<file path="src/rtl/qrt_pkg.sv">
package qrt_pkg;

  typedef enum logic [2:0] {
    ST_IDLE,
    ST_CMD,
    ST_ADDR,
    ST_DUMMY,
    ST_DATA,
    ST_IGNORE
  } qrt_state_t;

  typedef struct packed {
    logic clear;
    logic shiftOp;
    logic shiftAddr;
    logic drive;
  } qrt_strobe_t;

endpackage

</file>
<file path="src/rtl/qrt_sync.sv">
module qrt_sync #(
  parameter int WIDTH = 6,
  parameter int STAGES = 2,
  parameter logic [WIDTH-1:0] RESET_VAL = '0
) (
  input  logic             clk,
  input  logic             rst_n,
  input  logic [WIDTH-1:0] din,
  output logic [WIDTH-1:0] dout
);

  logic [WIDTH-1:0] stg [STAGES];

  for (genvar s = 0; s < STAGES; s++) begin : g_stage
    if (s == 0) begin : g_first
      always_ff @(posedge clk or negedge rst_n) begin
        if (!rst_n) stg[s] <= RESET_VAL;
        else        stg[s] <= din;
      end
    end else begin : g_next
      always_ff @(posedge clk or negedge rst_n) begin
        if (!rst_n) stg[s] <= RESET_VAL;
        else        stg[s] <= stg[s-1];
      end
    end
  end

  assign dout = stg[STAGES-1];

endmodule

</file>
<file path="src/rtl/qrt_ctrl.sv">
module qrt_ctrl
  import qrt_pkg::*;
#(
  parameter int DW = 4
) (
  input  logic          clk,
  input  logic          rst_n,
  input  logic          csS,
  input  logic          sckS,
  input  logic          busy,
  input  logic [DW-1:0] dummyClocks,
  input  logic          opMatch,
  output qrt_strobe_t   strb
);

  localparam int CW = (DW > 3) ? DW : 3;

  qrt_state_t    state;
  logic [CW-1:0] cnt;
  logic          sckPrev;
  logic          riseEv;
  logic          fallEv;

  assign riseEv = sckS & ~sckPrev;
  assign fallEv = ~sckS & sckPrev;

  always_comb begin
    strb = '0;
    if (csS) begin
      strb.clear = 1'b1;
    end else begin
      unique case (state)
        ST_CMD:  strb.shiftOp   = riseEv;
        ST_ADDR: strb.shiftAddr = riseEv;
        ST_DATA: strb.drive     = fallEv;
        default: ;
      endcase
    end
  end

  always_ff @(posedge clk or negedge rst_n) begin
    if (!rst_n) begin
      sckPrev <= 1'b0;
      state   <= ST_IDLE;
      cnt     <= '0;
    end else begin
      sckPrev <= sckS;
      if (csS) begin
        state <= ST_IDLE;
        cnt   <= '0;
      end else begin
        unique case (state)
          ST_IDLE: begin
            state <= ST_CMD;
            cnt   <= '0;
          end
          ST_CMD: if (riseEv) begin
            if (cnt == CW'(7)) begin
              cnt   <= '0;
              state <= (opMatch && !busy) ? ST_ADDR : ST_IGNORE;
            end else begin
              cnt <= cnt + 1'b1;
            end
          end
          ST_ADDR: if (riseEv) begin
            if (cnt == CW'(5)) begin
              cnt   <= '0;
              state <= (dummyClocks == '0) ? ST_DATA : ST_DUMMY;
            end else begin
              cnt <= cnt + 1'b1;
            end
          end
          ST_DUMMY: if (riseEv) begin
            if (cnt == CW'(dummyClocks - 1'b1)) begin
              cnt   <= '0;
              state <= ST_DATA;
            end else begin
              cnt <= cnt + 1'b1;
            end
          end
          default: ;
        endcase
      end
    end
  end

endmodule

</file>
<file path="src/rtl/qrt_datapath.sv">
module qrt_datapath
  import qrt_pkg::*;
#(
  parameter logic [7:0] READ_OP = 8'hEB,
  parameter int MEM_WORDS = 64
) (
  input  logic        clk,
  input  logic        rst_n,
  input  qrt_strobe_t strb,
  input  logic [3:0]  dqS,
  output logic        opMatch,
  output logic [3:0]  dqOut,
  output logic [3:0]  dqOe
);

  localparam int AW = $clog2(MEM_WORDS);

  logic [7:0]    memArr [MEM_WORDS];
  logic [7:0]    opReg;
  logic [AW-1:0] addrIdx;
  logic          nibLow;
  logic [3:0]    outReg;
  logic          oeReg;
  logic [7:0]    curByte;

  for (genvar gi = 0; gi < MEM_WORDS; gi++) begin : g_mem
    assign memArr[gi] = 8'(gi * 29 + 60);
  end

  assign curByte = memArr[addrIdx];
  assign opMatch = ({opReg[6:0], dqS[0]} == READ_OP);

  always_ff @(posedge clk or negedge rst_n) begin
    if (!rst_n) begin
      opReg   <= '0;
      addrIdx <= '0;
      nibLow  <= 1'b0;
      outReg  <= '0;
      oeReg   <= 1'b0;
    end else if (strb.clear) begin
      opReg   <= '0;
      addrIdx <= '0;
      nibLow  <= 1'b0;
      outReg  <= '0;
      oeReg   <= 1'b0;
    end else begin
      if (strb.shiftOp)   opReg   <= {opReg[6:0], dqS[0]};
      if (strb.shiftAddr) addrIdx <= AW'({addrIdx, dqS});
      if (strb.drive) begin
        oeReg <= 1'b1;
        if (!nibLow) begin
          outReg <= curByte[7:4];
          nibLow <= 1'b1;
        end else begin
          outReg  <= curByte[3:0];
          nibLow  <= 1'b0;
          addrIdx <= addrIdx + 1'b1;
        end
      end
    end
  end

  assign dqOut = outReg;
  assign dqOe  = {4{oeReg}};

endmodule

</file>
<file path="src/rtl/qspi_read_target.sv">
module qspi_read_target
  import qrt_pkg::*;
#(
  parameter logic [7:0] READ_OP = 8'hEB,
  parameter int MEM_WORDS = 64,
  parameter int DW = 4,
  parameter int SYNC_STAGES = 2
) (
  input  logic          clk,
  input  logic          rst_n,
  input  logic          csN,
  input  logic          sck,
  input  logic [3:0]    dqIn,
  input  logic          busy,
  input  logic [DW-1:0] dummyClocks,
  output logic [3:0]    dqOut,
  output logic [3:0]    dqOe
);

  logic [5:0]  syncOut;
  logic        csS;
  logic        sckS;
  logic [3:0]  dqS;
  logic        opMatch;
  qrt_strobe_t strb;

  qrt_sync #(
    .WIDTH(6),
    .STAGES(SYNC_STAGES),
    .RESET_VAL(6'b100000)
  ) sync_i (
    .clk  (clk),
    .rst_n(rst_n),
    .din  ({csN, sck, dqIn}),
    .dout (syncOut)
  );

  assign csS  = syncOut[5];
  assign sckS = syncOut[4];
  assign dqS  = syncOut[3:0];

  qrt_ctrl #(.DW(DW)) ctrl_i (
    .clk        (clk),
    .rst_n      (rst_n),
    .csS        (csS),
    .sckS       (sckS),
    .busy       (busy),
    .dummyClocks(dummyClocks),
    .opMatch    (opMatch),
    .strb       (strb)
  );

  qrt_datapath #(
    .READ_OP  (READ_OP),
    .MEM_WORDS(MEM_WORDS)
  ) dp_i (
    .clk    (clk),
    .rst_n  (rst_n),
    .strb   (strb),
    .dqS    (dqS),
    .opMatch(opMatch),
    .dqOut  (dqOut),
    .dqOe   (dqOe)
  );

endmodule

</file>
<file path="config.mk">
export PLATFORM = sky130hd
export DESIGN_NAME = qspi_read_target
export DESIGN_NICKNAME = d
export VERILOG_FILES = /design/src/rtl/qrt_pkg.sv /design/src/rtl/qrt_sync.sv /design/src/rtl/qrt_ctrl.sv /design/src/rtl/qrt_datapath.sv /design/src/rtl/qspi_read_target.sv
export SDC_FILE = /design/constraint.sdc
export NUM_CORES = 1
export LEC_CHECK = 0
export ABC_CLOCK_PERIOD_IN_PS = 3300
export BUFFER_PORTS_ARGS = -buffer_cell sky130_fd_sc_hd__buf_4
export CORE_ASPECT_RATIO = 2
export CORE_MARGIN = 4
export CORE_UTILIZATION = 23
export DETAILED_ROUTE_END_ITERATION = 16
export PLACE_DENSITY = 0.36
export SLEW_MARGIN = 10
export SYNTH_ARGS = -nofsm -noshare
export SYNTH_HDL_FRONTEND = slang
export SYNTH_HIERARCHICAL = 1
export SYNTH_SLANG_ARGS = --single-unit
</file>
<file path="constraint.sdc">
create_clock -name clk -period 3.3 [get_ports clk]
set_input_delay 0.495 -clock clk [delete_from_list [all_inputs] [get_ports clk]]
set_output_delay 0.495 -clock clk [all_outputs]
set_load 0.02 [all_outputs]
</file>
==> results.md, run 1 <==
* Status: complete, no violations
* Critical Path Fanout Max at 14
* Number of top-level pins at 21
* Syn. warnings at 6
* Cells after DPL at 406
* Die Span Y at 157 um
* Ant diodes at 0
* Hold_ws at 192 ps
* Leak Pwr at 1.21 nW
* Most used DFF post-synth: dfrtp_1
* Fmax at 401 MHz
* Final Max Tran Viols at 0
* Row Count at 54
* Tot Pwr at 0.00119 W
* Drt pass-1 iters at 7
* Total length of routed wires at 6780 um
* CTS tree: built
* Max-slew headroom at 45.4%
* CP Launch Type: register
* Global-route wire length before repair at 10900 um
* Fin. Hold Viols at 0
* Finish-stage setup viols at 0
* Num Clock Sinks at 39
* Crit share post-route at 75.5%
* Vias in the first global route at 2027
* PortBufs at 20
* Final RePlAce weighted congestion at 0.763
* Avg Cell Area, Syn at 9.45 sq um
* Async SR Flop Fraction at 100%
* Max_cap viols at 0
* RSZ-0062 raised after global routing: no
* CTS Root Cell: clkbuf_16
* CP required at 3490 ps
* Clk slew on worst S/H paths at 60 ps
* CTS-repair resized insts at 0
* Setup crit end kind: register
* Die width at 82.3 um
* Drt drc at 0
* Register area share after synthesis at 38.5%
* Antenna violations before repair at 0
* All-layer global routing usage at 11.4%
* CTS Buf Count at 5
* Worst-Margin Slew at 816 ps
* Tmin final at 2490 ps
* 1st-iter DRT viols at 53
* Critical path class: reg2reg
* #FFs+latches synth at 39
* Commonest cells post-synth: dfrtp_1, nor2_1, nand2_1
* Post-Synthesis Cells at 269
* Post-CTS setup repair buffer count at 0
* Initial Utilization at 23.4%
* Worst vdd ir at 0.000154 V
* Top-count cell post-synth: dfrtp_1
* Detail Route Antenna Nets at 0
* Non-filler cells, final at 414
* Ratio of cells with drive above 1 in the final layout at 16.4%
* Arr. time, crit path at 2680 ps
* Worst-skew pair later-pin latency at 280 ps
* Final #Nets at 301
* Synth Cell Area at 0.00254 sq mm
* Die area at 0.0129 sq mm
* Pwr/cell area at 411 mW/mm^2
* Fill count at 1163
* Hold_buf cts at 0
* Vias/cell at 4.65
* Area leader, netlist: dfrtp_1
* CTS H-tree lvls at 2
* Worst Skew at 6.18 ps
* Final core occ at 26.6%
* Flop2flop setup slack at 810 ps
* Largest net degree at the start of global routing at 40
* Grt ovf at 0
* Core Area at 0.0109 sq mm
* Tightest Hold Check Type: in2async
* Net Count, Synth at 297
* WL per Instance at 16.4 um
* HPWL Detailed at 5160 um
* Post-synth EDFFs at 0
* Distinct cells, synth at 61
* Clock buffer depth at 2
* Synth top area share at 36.4%
* Routed via count at 1924
* Setup TNS at 0 ps
* Synth area leaders: dfrtp_1, ha_1, nor2_1
* Layout area overhead at 13.9%
-- sequential cells by signal (all words and copies together) (netlist names) --
register	flops
dp_i/opReg	7
dp_i/addrIdx	6
sync_i/dout	6
sync_i/stg	6
ctrl_i/cnt	4
dp_i/dqOut	4
ctrl_i/state	3
ctrl_i/sckPrev	1
dp_i/nibLow	1
dp_i/oeReg	1
-- final timing paths --
kind / from / to / depth (start not counted)
setup / recovery: dp_i/addrIdx[0] / dp_i/dqOut[1] / 7
hold / removal: rst_n / sync_i/dout[3] / 1
setup reg to reg: dp_i/addrIdx[0] / dp_i/dqOut[1] / 7
hold reg to reg: sync_i/stg[9] / sync_i/dout[3] / 0
max in group asynchronous: rst_n / sync_i/dout[5] / 1
min in group clk: csN / sync_i/stg[11] / 1
-- power breakdown --
| group | switching (W) | total [W] | internal (W) |
|---|---|---|---|
| Clock | 0.000187 | 0.000509 | 0.000322 |
| Combinational | 0.0000921 | 0.000161 | 0.0000693 |
| Sequential | 0.0000245 | 0.000521 | 0.000496 |
-- critical path, cell delays in order (launching register included) --
cell	delay (ps)
dfrtp_1	660
inv_1	230
ha_1	420
nand2b_1	140
mux2i_1	90
a211o_1	310
a211o_1	290
a311oi_1	250
-- routing by layer --
metal | share of wire (%) | global-route usage (%) | up-vias
li1 | - | - | 938
met1 | 34 | 10.8 | 944
met2 | 59 | 21.3 | 26
met3 | 1.7 | 1.56 | 16
met4 | 5.6 | 7.84 | 0
met5 | 0 | 0 | -
-- logic make-up (layout without fill, tap and decap cells) --
logic type | count (synthesis) | count (layout) | synth area share [%]
fa+ha+maj | 15 | 15 | 7.39
xor+xnor | 9 | 9 | 3.94
mux | 12 | 12 | 5.22
flops | 39 | 39 | 38.5
buf+inv | 36 | 41 | 7.83
simple gates | 95 | 95 | 19.4
compound gates | 63 | 63 | 17.7
-- metrics by stage --
step | instance area, sq um | setup WS, ps
finish | 2890 | 809
global route | 2890 | 577
CTS | 2890 | 799
detailed placement | 2740 | 819
global placement | 2740 | 871
floorplan | 2540 | 1200
-- final cells by class --
type	count	area, sq um	share of cell area, %
inverter	9	33.8	1.17
sequential	39	978	33.8
clock buffer	8	156	5.40
multi-input combinational	194	1370	47.3
timing repair buffer	24	180	6.23
tap	140	175	6.05
-- cell usage in the layout, fill, tap and decap left out, types with 5 or more instances in the layout --
cell type and n:
nand2_1 16, mux2i_1 11, nand2b_1 11, clkbuf_16 5, buf_4 24, dfrtp_1 37, o21ai_0 7, inv_1 8
a21oi_1 13, ha_1 15, nor2_1 34
Note: power is estimated with default switching activity, not from simulation.
==> run 2: changes to the inputs <==
Settings changed: ABC_AREA set to 1, ABC_CLOCK_PERIOD_IN_PS 3300 to 2000, PLACE_DENSITY 0.36 to 0.37.
Clock period 3.3 ns to 2 ns, I/O delays scaled along.
==> run 2 against run 1 <==
  * The run now ends with negative hold slack left
  * Register-to-register slack got worse by 570 ps
  * Worst setup slack worse by 570 ps
  * Highest routed layer unchanged
  * Largest cell class unchanged
  * Clock skew down 4.1 ps
  * Sequential share of layout area down 0.95 points
  * Fmax rose by 42%
==> results.md, run 2 <==
* Status: complete, but fails checks
* Failing checks: negative hold slack
* Fill count at 1199
* Drt drc at 0
* Syn. warnings at 6
* #FFs+latches synth at 39
* Worst Skew at 2.05 ps
* Finish-stage setup viols at 0
* Row Count at 54
* Area leader, netlist: dfrtp_1
* Distinct cells, synth at 34
* HPWL Detailed at 5510 um
* Largest net degree at the start of global routing at 40
* Grt ovf at 0
* 1st-iter DRT viols at 78
* Initial Utilization at 23.6%
* Worst-skew pair later-pin latency at 280 ps
* Global-route wire length before repair at 11600 um
* Critical path class: reg2reg
* PortBufs at 20
* Routed via count at 2211
* Die Span Y at 158 um
* Vias/cell at 4.40
* Hold_ws at -3.81 ps
* WL per Instance at 14.0 um
* Num Clock Sinks at 39
* Antenna violations before repair at 0
* Avg Cell Area, Syn at 7.61 sq um
* Tightest Hold Check Type: in2async
* Fmax at 569 MHz
* Ant diodes at 0
* Final #Nets at 389
* Commonest non-fill, non-tap cell in the layout: nand2_1
* CP required at 2200 ps
* Die width at 83.2 um
* Arr. time, crit path at 1960 ps
* Net Count, Synth at 370
* Synth top area share at 35.6%
* Number of top-level pins at 21
* CTS tree: built
* Most used DFF post-synth: dfrtp_1
* Total length of routed wires at 7020 um
* Async SR Flop Fraction at 100%
* Post-Synthesis Cells at 342
* Layout area overhead at 14.5%
* Leak Pwr at 1.43 nW
* Setup crit end kind: register
* Clk slew on worst S/H paths at 60 ps
* Area of the multi-input gates at 0.00127 sq mm
* Ratio of cells with drive above 1 in the final layout at 17.7%
* Max-slew headroom at 64.3%
* Top-count cell post-synth: nand2_1
* Crit share post-route at 87.9%
* Hold_buf cts at 0
* Pwr/cell area at 662 mW/mm^2
* Die area at 0.0132 sq mm
* Commonest non-fill, non-tap cells in the layout: nand2_1, nand3_1, inv_1
* CTS Buf Count at 5
* Setup TNS at 0 ps
* Tmin final at 1760 ps
* Final RePlAce weighted congestion at 0.845
* Core Area at 0.0110 sq mm
* CTS Root Cell: clkbuf_16
* CTS H-tree lvls at 2
* Synth area leaders: dfrtp_1, nand2_1, nand3_1
* Register area at 978 sq um
* Commonest cells post-synth: nand2_1, nand3_1, inv_1
* Detail Route Antenna Nets at 0
* Clock buffer depth at 2
* CTS-repair resized insts at 0
* CP Launch Type: register
* Max_cap viols at 0
* Post-CTS setup repair buffer count at 0
* All-layer global routing usage at 11.1%
* Register area share after synthesis at 37.6%
* Fin. Hold Viols at 5
* Synth Cell Area at 0.00260 sq mm
* Worst-Margin Slew at 535 ps
* Reg with most FFs: dp_i/opReg
* Worst vdd ir at 0.000348 V
* Vias in the first global route at 2309
* Max FFs per register at 7
* RSZ-0062 raised after global routing: no
* Critical Path Fanout Max at 9
* Final Max Tran Viols at 0
* Drt pass-1 iters at 4
* Post-synth EDFFs at 0
==> run 2: cell types whose count changed after synthesis, moves of 5 or more <==
cell / before / now
inv_1: 8 / 38
mux2i_1: 11 / 0
nand2_1: 16 / 82
nand3_1: 4 / 45
nand2b_1: 11 / 0
buf_6: 1 / 6
o21ai_0: 7 / 20
nor2_1: 34 / 15
a21oi_1: 13 / 18
nand2_2: 0 / 7
clkbuf_1: 7 / 1
==> run 2: cell type report <==
type	count	share of cell area, %
tap	140	5.88
sequential	39	32.9
inverter	45	5.76
timing repair buffer	32	8.07
multi-input combinational	238	42.8
clock inverter	1	0.168
clock buffer	7	4.45
==> run 2: kinds of logic (layout without fill, tap and decap cells) <==
| group | count (synthesis) | after routing | share of synthesized area (%) |
|---|---|---|---|
| simple gates | 165 | 165 | 28.7 |
| buf+inv | 65 | 85 | 13.5 |
| compound gates | 55 | 55 | 12.0 |
| flops | 39 | 39 | 37.6 |
| fa+ha+maj | 15 | 15 | 7.22 |
| xor+xnor | 3 | 3 | 1.01 |
==> run 2: report_power, final <==
part	switching [W]	leakage [nW]	internal (W)	total [W]
Sequential	0.0000439	0.510	0.000830	0.000874
Clock	0.000304	0.0679	0.000461	0.000765
Combinational	0.000212	0.853	0.000121	0.000333
Total	0.000560	1.43	0.00141	0.00197
==> run 2: critical path, stage by stage, from the launching register on <==
cell	delay, ps
dfrtp_1	360
inv_1	160
nand2_1	140
nor4_1	240
buf_4	170
clkinv_1	190
a21oi_1	200
o21ai_0	90
a21oi_1	130
==> run 2: worst paths after layout <==
check                      cells after the start               to            start  slack (ps)
max                                            8  dp_i/addrIdx[4]  ctrl_i/state[2]         240
min                                            1    ctrl_i/cnt[3]            rst_n          -4
max reg2reg                                    8  dp_i/addrIdx[4]  ctrl_i/state[2]         240
min reg2reg                                    0   sync_i/dout[4]   sync_i/stg[10]         350
max in group asynchronous                      1   sync_i/dout[5]            rst_n        1620
min in group clk                               1   sync_i/stg[10]              sck         120
==> run 2: metal layers <==
metal | vias to the layer above | part of all wire [%] | GRT usage (%)
met5 | - | 0 | 0
met4 | 0 | 3.5 | 5.61
met3 | 15 | 1.9 | 1.04
met2 | 34 | 61 | 23.4
met1 | 1023 | 34 | 10.2
li1 | 1139 | - | -
==> run 2: stage by stage <==
step | power (W) | util, % | instances | instance area (sq um) | setup WS, ps
after floorplan | 0.00113 | - | 342 | 2600 | 238
after global placement | 0.00123 | 25.8 | 494 | 2840 | 291
after detailed placement | 0.00123 | 25.8 | 494 | 2840 | 251
after CTS | 0.00201 | 27.0 | 502 | 2980 | 231
after global routing | 0.00210 | 27.0 | 502 | 2980 | 70.6
final | 0.00197 | 27.0 | 502 | 2980 | 241
==> run 3: changes to the inputs <==
Settings changed: CTS_BUF_LIST set to sky130_fd_sc_hd__clkbuf_2 sky130_fd_sc_hd__clkbuf_4 sky130_fd_sc_hd__clkbuf_8.
==> run 3 against run 2 <==
  * The flow now finishes without violations
  * Via count up 0.63%
  * Clock skew up 2.9 ps
  * Cell area down 1.3%
  * Worst hold slack better by 110 ps
  * Die area unchanged
  * Count of clock-buffer cells in the layout unchanged
  * Largest power group unchanged
  * Final cell count up 0.20%
  * Non-clock buffer count up 1
==> results.md, run 3 (synthesis gave the netlist of run 2 again) <==
* R2R Path Start: ctrl_i/state[2]
* Max_cap viols at 0
* Routed via count at 2225
* Final RePlAce weighted congestion at 0.845
* CP Launch Type: register
* 1st-iter DRT viols at 53
* CP required at 2220 ps
* Pwr/cell area at 597 mW/mm^2
* Vias in the first global route at 2303
* Global-route wire length before repair at 11600 um
* Worst-skew pair later-pin latency at 290 ps
* Worst vdd ir at 0.000334 V
* Status: complete, no violations
* CTS Root Cell: clkbuf_8
* Setup crit end kind: register
* Drt pass-1 iters at 4
* Max-slew headroom at 63.6%
* Dpl ws at 251 ps
* Arr. time, crit path at 2000 ps
* Flop2flop setup slack at 220 ps
* Max FFs per register at 7
* Detail Route Antenna Nets at 0
* Num Clock Sinks at 39
* PortBufs at 20
* Die width at 83.2 um
* CP startpoint: ctrl_i/state[2]
* Tmin final at 1780 ps
* Worst reg-to-reg path cell count at 8
* HPWL Detailed at 5510 um
* Placed cell areas at 0.00284 sq mm
* CTS Buf Count at 5
* Core Area at 0.0110 sq mm
* Finish-stage setup viols at 0
* Worst-Margin Slew at 546 ps
* Crit path to: dp_i/addrIdx[4]
* Layout area overhead at 13.0%
* Commonest non-fill, non-tap cells in the layout: nand2_1, nand3_1, inv_1
* Commonest non-fill, non-tap cell in the layout: nand2_1
* Total length of routed wires at 7020 um
* Final non-filler cell area at 0.00294 sq mm
* WL per Instance at 14.0 um
* All-layer global routing usage at 11.1%
* Crit share post-route at 89.2%
* CTS H-tree lvls at 2
* Post-CTS setup repair buffer count at 0
* Clock buffer depth at 2
* Drt drc at 0
* Die Span Y at 158 um
* Setup TNS at 0 ps
* Fmax at 560 MHz
* Cells after DPL at 494
* Initial Utilization at 23.6%
* Non-filler cells, final at 503
* Die area at 0.0132 sq mm
* Critical path class: reg2reg
* CTS tree: built
* Setup ws final at 215 ps
* Worst Skew at 4.96 ps
* Critical Path Fanout Max at 9
* Worst r2r dst: dp_i/addrIdx[4]
* Ratio of cells with drive above 1 in the final layout at 18.2%
* Hold_ws at 107 ps
* Clk slew on worst S/H paths at 80 ps
* Final Max Tran Viols at 0
* Row Count at 54
* Fin. Hold Viols at 0
* Largest net degree at the start of global routing at 40
* Final #Nets at 390
* Reg with most FFs: dp_i/opReg
* Leak Pwr at 1.42 nW
* Antenna violations before repair at 0
* Number of top-level pins at 21
* Grt ovf at 0
* RSZ-0062 raised after global routing: no
* Vias/cell at 4.42
* Ant diodes at 0
* Tightest Hold Check Type: in2reg
[run 3: cell count changes in the layout (fill, tap and decap cells not counted), sizes merged]
cell,previous run,this run
dlygate4sd3,0,1
[run 3: final cells by class]
class	count	area, sq um
fillers	1205	8070
inverters	45	171
repair buffers	33	250
clock inverters	1	5.00
clock buffers	7	83.8
flip-flops and latches	39	978
well taps	140	175
multi-input cells	238	1270
[run 3: repair_timing]
action | 4_1_cts | 5_1_grt
endpoints found under the hold margin | 18 | 0
endpoints found under the setup margin | 0 | 1
resized for setup | 0 | 1
hold buffers | 1 | 0
[run 3: worst min path at each step]
stage / startpoint / endpoint / depth (start not counted)
after floorplan: rst_n / ctrl_i/cnt[0] / 0
final: sck / sync_i/stg[10] / 1
after global routing: csN / sync_i/stg[11] / 1
after detailed placement: rst_n / ctrl_i/cnt[3] / 1
after global placement: rst_n / ctrl_i/cnt[3] / 1
after CTS: sck / sync_i/stg[10] / 1
[run 3: report_power, final]
group,leakage (nW),total [W],switching [W],internal (W)
combinational,0.857,0.000335,0.000212,0.000123
clock,0.0491,0.000549,0.000277,0.000272
sequential,0.510,0.000872,0.0000433,0.000829
total,1.42,0.00176,0.000532,0.00122
[run 3: per-stage QoR]
| step | utilization, % | power [W] |
|---|---|---|
| CTS | 26.7 | 0.00181 |
| floorplan | - | 0.00113 |
| finish | 26.7 | 0.00176 |
| global route | 26.7 | 0.00188 |
| detailed placement | 25.8 | 0.00123 |
| global placement | 25.8 | 0.00123 |
[run 3: critical path, cell delays in order (launching register included)]
cell	delay, ps
dfrtp_1	360
inv_1	160
nand2_1	140
nor4_1	250
buf_4	170
clkinv_1	200
a21oi_1	200
o21ai_0	90
a21oi_1	130
[run 3: layer usage]
metal  global-route usage [%]  up-vias  wire, um
li1                         -     1142         -
met1                     10.2     1040      2420
met2                     23.7       32      4270
met3                    0.984       11       118
met4                     5.61        0       219
met5                        0        -         0
